### src/rtl/console_io_ctrl.sv
module console_io_ctrl #(
  parameter int          ADDR_W         = 32,
  parameter int          DATA_W         = 32,
  parameter logic [31:0] BASE_ADDR      = 32'hFFFF_0000,
  parameter int          WIN_BITS       = 5,
  parameter int          TX_BUSY_CYCLES = 4
) (
  input  logic              clk,
  input  logic              rst_n,
  input  logic              bus_sel,
  input  logic              bus_we,
  input  logic [ADDR_W-1:0] bus_addr,
  input  logic [DATA_W-1:0] bus_wdata,
  output logic [DATA_W-1:0] bus_rdata,
  input  logic              rx_valid,
  input  logic [7:0]        rx_byte,
  output logic              tx_valid,
  output logic [7:0]        tx_byte,
  output logic              irq
);
  localparam int IDX_W = WIN_BITS - 2;
  localparam int CNT_W = $clog2(TX_BUSY_CYCLES + 1);
  localparam logic [IDX_W-1:0] IDX_RXC = IDX_W'(0);
  localparam logic [IDX_W-1:0] IDX_RXD = IDX_W'(1);
  localparam logic [IDX_W-1:0] IDX_TXC = IDX_W'(2);
  localparam logic [IDX_W-1:0] IDX_TXD = IDX_W'(3);

  logic             rx_rdy, rx_ien;
  logic [7:0]       rx_buf;
  logic [CNT_W-1:0] tx_cnt;
  logic             tx_rdy;

  wire             hit   = bus_sel && (bus_addr[ADDR_W-1:WIN_BITS] == BASE_ADDR[ADDR_W-1:WIN_BITS]);
  wire [IDX_W-1:0] idx   = bus_addr[WIN_BITS-1:2];
  wire             rd    = hit && !bus_we;
  wire             wr    = hit && bus_we;
  wire             rd_rx = rd && idx == IDX_RXD;
  wire             wr_cc = wr && idx == IDX_RXC;
  wire             tx_go = wr && idx == IDX_TXD && tx_rdy;
  wire             unused_bits = &{1'b0, bus_addr[1:0], bus_wdata[DATA_W-1:8], bus_wdata[0]};

  assign tx_rdy = (tx_cnt == '0);
  assign irq    = rx_rdy && rx_ien;

  always_ff @(posedge clk) begin
    if (!rst_n) begin
      rx_rdy <= 1'b0;
      rx_ien <= 1'b0;
      rx_buf <= '0;
    end else begin
      if (wr_cc) rx_ien <= bus_wdata[1];
      if (rx_valid) begin
        rx_buf <= rx_byte;
        rx_rdy <= 1'b1;
      end else if (rd_rx) begin
        rx_rdy <= 1'b0;
      end
    end
  end

  always_ff @(posedge clk) begin
    if (!rst_n) begin
      tx_cnt   <= '0;
      tx_valid <= 1'b0;
      tx_byte  <= '0;
    end else begin
      tx_valid <= tx_go;
      if (tx_go) begin
        tx_byte <= bus_wdata[7:0];
        tx_cnt  <= CNT_W'(TX_BUSY_CYCLES);
      end else if (!tx_rdy) begin
        tx_cnt <= tx_cnt - CNT_W'(1);
      end
    end
  end

  always_comb begin
    bus_rdata = '0;
    if (rd) begin
      case (idx)
        IDX_RXC: bus_rdata = {{(DATA_W-2){1'b0}}, rx_ien, rx_rdy};
        IDX_RXD: bus_rdata = {{(DATA_W-8){1'b0}}, rx_buf};
        IDX_TXC: bus_rdata = {{(DATA_W-1){1'b0}}, tx_rdy};
        default: bus_rdata = '0;
      endcase
    end
  end


  rx_arrive_chk: assert property (@(posedge clk) disable iff (!rst_n)
    rx_valid |=> rx_rdy && rx_buf == $past(rx_byte));

  rx_consume_chk: assert property (@(posedge clk) disable iff (!rst_n)
    (rd_rx && !rx_valid) |=> !rx_rdy && !irq);

  tx_strobe_chk: assert property (@(posedge clk) disable iff (!rst_n)
    (wr && idx == IDX_TXD && tx_rdy) |=> tx_valid && tx_byte == $past(bus_wdata[7:0]) && !tx_rdy);

  tx_drop_chk: assert property (@(posedge clk) disable iff (!rst_n)
    (wr && idx == IDX_TXD && !tx_rdy) |=> !tx_valid);

  tx_single_chk: assert property (@(posedge clk) disable iff (!rst_n)
    tx_valid |=> !tx_valid);

  unmapped_zero_chk: assert property (@(posedge clk) disable iff (!rst_n)
    (rd && idx > IDX_TXD) |-> bus_rdata == '0);
endmodule

### config.mk
export PLATFORM = sky130hd
export DESIGN_NAME = console_io_ctrl
export DESIGN_NICKNAME = d
export VERILOG_FILES = /design/src/rtl/console_io_ctrl.sv
export SDC_FILE = /design/constraint.sdc
export NUM_CORES = 1
export LEC_CHECK = 0
export BUFFER_PORTS_ARGS = -buffer_cell sky130_fd_sc_hd__buf_2
export CAP_MARGIN = 20
export CORE_MARGIN = 2
export CORE_UTILIZATION = 40
export CTS_CLUSTER_DIAMETER = 50
export DETAILED_ROUTE_END_ITERATION = 7
export PLACE_DENSITY = 0.89
export SYNTH_ARGS = -nofsm -noshare
export SYNTH_HDL_FRONTEND = slang
export SYNTH_SLANG_ARGS = --single-unit
### constraint.sdc
create_clock -name clk -period 3.3 [get_ports clk]
set_clock_uncertainty 0.2 [all_clocks]
set_input_delay 0.495 -clock clk [delete_from_list [all_inputs] [get_ports clk]]
set_output_delay 0.495 -clock clk [all_outputs]
set_load 0.05 [all_outputs]
**After elaboration in Yosys (flattened, before gate mapping)**

Index checks and enable logic that the tools add are counted.

- $add $sub $neg: 1
- Reductions and logical operators: 13
- Bitwise logic cells: 1
- Equal/unequal tests: 5
- Multiplexer cells: 6

Operator list:

| kind | count |
|---|---|
| 27-bit == test (second input constant) | 1 |
| 8-bit case mux with 3 select lines | 1 |
| 1-bit logical AND | 8 |
| 8-bit 2-to-1 mux | 1 |
| 3-bit by 2-bit == test with 1-bit output (second input constant) | 2 |
| 3-bit logical NOT | 2 |
| 3-bit 2-to-1 mux | 2 |
| 3-bit by 1-bit == test with 1-bit output (second input constant) | 1 |
| 3-bit by 1-bit subtractor with 3-bit output (second input constant) | 1 |
| 1-bit 2-to-1 mux | 2 |
| 2-bit by 1-bit != test with 1-bit output (second input constant) | 1 |
| 2-bit nonzero test | 1 |
| 2-bit OR reduction | 1 |
| 1-bit logical NOT | 1 |
| 1-bit NOT | 1 |

- Input bits: 77
- Bits in registers: 22

**Longest topological paths before layout**

- Depth in word-level cells: 6
- Depth in mapped cells: 7
- Depth with buffers taken out: 6

**Least setup slack after synthesis**

No wires, ideal clock.

- Path type: input port to output port
- Start point: in bus_addr[14]
- End point: out bus_rdata[1]
- Data required time: 2.605 ns
- Stages on the path: 4
- Arrival: 2.710 ns
- Path buffers: 0
- Slack: -0.105 ns
- Cells stage by stage: nor4b_1 -> and4_1 -> nand2_1 -> nor4_1

- Cells in the longest elaborated chain, start to end: 4

Ends and longest elaborated chain:

| element | line | source |
|---|---|---|
| start: declaration | 12 | `input logic [ADDR_W-1:0] bus_addr,` |
| 27-bit == test | 33 | `wire hit = bus_sel && (bus_addr[ADDR_W-1:WIN_BITS] == BASE_ADDR[ADDR_W-1:WIN_BITS]);` |
| 1-bit logical AND | 33 |  |
| 1-bit logical AND | 35 | `wire rd = hit && !bus_we;` |
| 8-bit 2-to-1 mux | 79 | `if (rd) begin` |
| end: declaration | 14 | `output logic [DATA_W-1:0] bus_rdata,` |

Every way passes these cells.

**Worst setup path after layout**

- Start point: in bus_addr[4]
- End point: out bus_rdata[4]

- Cells in the longest elaborated chain, start to end: 3

Ends and longest elaborated chain:

| element | line | source |
|---|---|---|
| 3-bit by 2-bit == test with 1-bit output, or another cell as far along | 80 | `case (idx)` |
| 8-bit case mux with 3 select lines * | 80 |  |
| 8-bit 2-to-1 mux * | 79 |  |

Mark *: on every way between the ends. The rest lies on a longest branch, timed or not.

==> metrics.md <==
| Metric | Value |
|---|---|
| Outcome | completed |
| Setup Total Neg Slack | 0 ns |
| Unique cell type count in the Yosys netlist | 31 |
| Full die area | 0.00372 mm^2 |
| Y dimension of the die | 61.0 um |
| Antenna Nets Post-Route | 0 |
| Largest net degree at the start of global routing | 32 |
| Post-route minimum period | ~2.9 ns |
| P_sw | roughly 0.25 mW |
| Yosys warnings | 0 |
| Leading cell type by number of instances after synthesis | sky130_fd_sc_hd__buf_4 |
| Crit path DAT | approximately 2.2 ns |
| Count of state elements after synthesis | 22 |
| Master cell of the clock root buffer | sky130_fd_sc_hd__clkbuf_4 |
| Clock Sink Count | 22 |
| DRC viols | 0 |
| Post-detailed-route via-to-cell ratio | roughly 4.4 |
| Yosys top cell by area | sky130_fd_sc_hd__dfxtp_1 |
| Post-synth EDFFs | 0 |
| Count of final setup violators | 0 |
| Proportion of power drawn by the clock network | 26.9% |
| Post-Synth XOR/XNOR Area | 0.674% |
| Placed wire-length estimate after detailed placement | slightly above 2000 um |
| Instance area after placement | ~0.0016 mm^2 |
| Transition time at the pin with the least slew margin | about 0.63 ns |
| Final design area excluding fillers | roughly 0.0016 mm^2 |
| Buffers on Ports | a little under 70 |
| Clock-pin slew of the registers on the worst-case setup and hold paths | roughly 0.13 ns |
| Detailed-route wire length | ~2500 um |
| Worst Path Required | between 2 and 3 ns |
| Highest cell delay on the worst timing path | between 0.4 and 0.5 ns |
| Combinational share of power | between 30% and 40% |
| Highest ir drop seen on vdd | ~0.37 mV |
| Critical Path, Cell by Cell | buf_2, nor4_1, nand4_2, nor4_4, and2_1, buf_2 |
| Maximum Capacitance Violations | 0 |
| CP Capture Type | output pin |
| Final hold violations | 0 |
| Core ar. | approximately 0.0031 mm^2 |
| Gr usage total | roughly an eighth |
| Main combinational cell family by area after synthesis | simple AND/OR/NAND/NOR gates |
| Place WS | 0.380 ns |
| Number of iterations in the first detailed-routing pass | 4 |
| Post-cts resize count | 0 |
| Via count | roughly 1100 |
| Internal Power | between 0.5 and 0.6 mW |
| Syn Area/Cell | a little under 9 um^2 |
| Area growth, synth to finish | 25.1% |
| Critical path type | in2out |
| Later-pin clock latency in the skew report | ~0.3 ns |
| Critical Path Most Common Cell | sky130_fd_sc_hd__buf_2 |
| Worst-case hold slack | around 0.22 ns |
| Leading cell types by count after synthesis | 24 x sky130_fd_sc_hd__buf_4, 22 x sky130_fd_sc_hd__dfxtp_1, 22 x sky130_fd_sc_hd__nand2_1 |
| Synthesized-area fraction occupied by adder cells | approximately 1.9% |
| Part of the power in registers | about 40% |
| Initial antenna violation count | 0 |
| Cells after synthesis | ~150 |
| Final count of pins violating max slew | 0 |
| Power per cell area | about 470 mW/mm^2 |
| Post-synthesis simple-gate area fraction | between 20% and 30% |
| Gpl congestion | about 0.83 |
| # Post-CTS Setup Buffers | 0 |
| Fin nets | between 200 and 300 |
| P_leak | between 0.8 and 0.9 nW |
| Count of non-filler cells in the finished layout | around 260 |
| Top achievable clock speed | approximately 0.35 GHz |
| Main flop type after synthesis | sky130_fd_sc_hd__dfxtp_1 |
| Setup repair after global routing missed its margin | no |
| Final core occ | a little over half |
| Quantity of hold-fixing buffers added after cts | 0 |
| Share of layout cells above drive strength 1 | roughly 37% |
| Crit-path slowest cell | sky130_fd_sc_hd__nor4_4 |
| Starting density of the core | a little over two fifths |
| Tot Pwr | 0.764 mW |
| Cell types with the largest area share after synthesis | sky130_fd_sc_hd__dfxtp_1 34%, sky130_fd_sc_hd__mux2i_1 15%, sky130_fd_sc_hd__buf_4 14% |
| Critical-path maximum fanout | 7 |
| CTS tree | done |
| Die X-Extent | ~60 um |
| Sequential fraction of the synthesis area | between 30% and 40% |
| Slew headroom | around 58% |
| Clock buffer count from CTS | 3 |
| Cell Rows | 20 |
| First-pass GRT wire length | 3700 um |
| Average detailed-routed wire length per instance | just under 10 um |
| Proportion of synthesized flip-flops having asynchronous set or reset | 0% |
| Netlist area before placement | 0.00130 mm^2 |
| Final worst-path setup slack | between 0.4 and 0.5 ns |
| Antenna cell count | 0 |
| CTS max path bufs | 2 |
| Final period utilization | just under 90% |
| Hold Crit Class | in2reg |
| Launching element type of the critical path | input port |
| Fraction of power spent switching nets | 32.5% |
| H-tree level count | 1 |
| Iteration-0 DRC count of the detailed router | 17 |
| Fraction of post-synthesis cell area in the top cell type by area | roughly a third |
| Sum of overflow across all layers after global routing | 0 |
| Multiplexer area fraction after synthesis | around 15% |
| Number of I/O pins | between 100 and 150 |
| Via count of the first global-routing pass | between 900 and 1000 |
| Dpl cells | about 250 |
| Compound-Gate Fraction of Synth Area | ~1.8% |
worst max-delay path, delay by kind of cell:
kind	cells	cell delay, ns
simple gates	4	1.33
buf+inv	2	0.35
final cells by class:
type	instances	area [um^2]
Clock inverter	1	30.0
Clock buffer	3	22.5
Tap cell	44	55.1
Timing Repair Buffer	68	340
Inverter	3	11.3
Fill cell	300	1450
Multi-Input combinational cell	114	727
Sequential cell	22	440
path summary, 6_finish.rpt:
kind / startpoint / slack [ns] / cells past startpoint / to
worst max-delay path: bus_addr[4] / 0.43 / 6 / bus_rdata[4]
worst min-delay path: bus_wdata[7] / 0.22 / 3 / tx_byte[7]
worst max register to register: tx_cnt[0] / 1.10 / 6 / tx_cnt[1]
worst min register to register: tx_byte[2] / 0.26 / 2 / tx_byte[2]
registers in the layout (all words and copies together) (netlist names):
register / count
rx_buf: 8
rx_ien: 1
rx_rdy: 1
tx_byte: 8
tx_cnt: 3
tx_valid: 1
layer usage:
| layer | track usage, % | share of wire [%] | vias to the layer above |
|---|---|---|---|
| met3 | 2.52 | 9.9 | 2 |
| met4 | 4.66 | 0.56 | 0 |
| met2 | 24.7 | 50 | 60 |
| met5 | 0 | 0 | - |
| met1 | 14.6 | 40 | 502 |
| li1 | - | - | 568 |
power by group through the flow:
stage,combinational [mW],sequential (mW),clock (mW)
2_1_floorplan,0.229,0.307,0
3_3_place_gp,0.251,0.308,0
3_5_place_dp,0.258,0.309,0
4_1_cts,0.259,0.303,0.212
5_1_grt,0.297,0.305,0.226
6_report,0.256,0.302,0.205
placed cells by master, fill, tap and decap left out:
master                      Yosys  final
sky130_fd_sc_hd__mux2_2         1      1
sky130_fd_sc_hd__a31oi_1        1      1
sky130_fd_sc_hd__and2_1         8      8
sky130_fd_sc_hd__ha_1           2      2
sky130_fd_sc_hd__dfxtp_1       22     22
sky130_fd_sc_hd__and3b_2        1      1
sky130_fd_sc_hd__nor4_1         3      2
sky130_fd_sc_hd__mux2i_1       19     19
sky130_fd_sc_hd__clkbuf_4       0      3
sky130_fd_sc_hd__nor2b_1        9      9
sky130_fd_sc_hd__or4_4          1      1
sky130_fd_sc_hd__nor3_1         1      1
sky130_fd_sc_hd__bufinv_16      0      1
sky130_fd_sc_hd__nor4_2         0      1
sky130_fd_sc_hd__inv_1          3      3
sky130_fd_sc_hd__nand2b_1       1      1
sky130_fd_sc_hd__nand4_1        5      5
sky130_fd_sc_hd__nand2_1       22     22
sky130_fd_sc_hd__nand4_2        1      1
sky130_fd_sc_hd__o21ai_0        2      2
sky130_fd_sc_hd__nand3_1        1      1
sky130_fd_sc_hd__o21a_1         1      1
sky130_fd_sc_hd__and4_1         1      1
sky130_fd_sc_hd__nor2_1         5      5
sky130_fd_sc_hd__nor4b_1        2      2
sky130_fd_sc_hd__nor4_4         1      1
sky130_fd_sc_hd__xnor2_1        1      1
sky130_fd_sc_hd__nor3_4         1      1
sky130_fd_sc_hd__conb_1         1     24
sky130_fd_sc_hd__buf_2          2     68
cell families (layout without fill, tap and decap cells):
kind of cell | Yosys count | in the layout
DFF | 22 | 22
other | 1 | 24
AOI/OAI and AO/OA | 4 | 4
adders and majority gates | 2 | 2
and+or+nand+nor | 63 | 63
xor gates and xnor gates | 1 | 1
muxes | 20 | 20
buffers and inverters | 33 | 75
No activity file was read; power rests on OpenSTA's default activity.
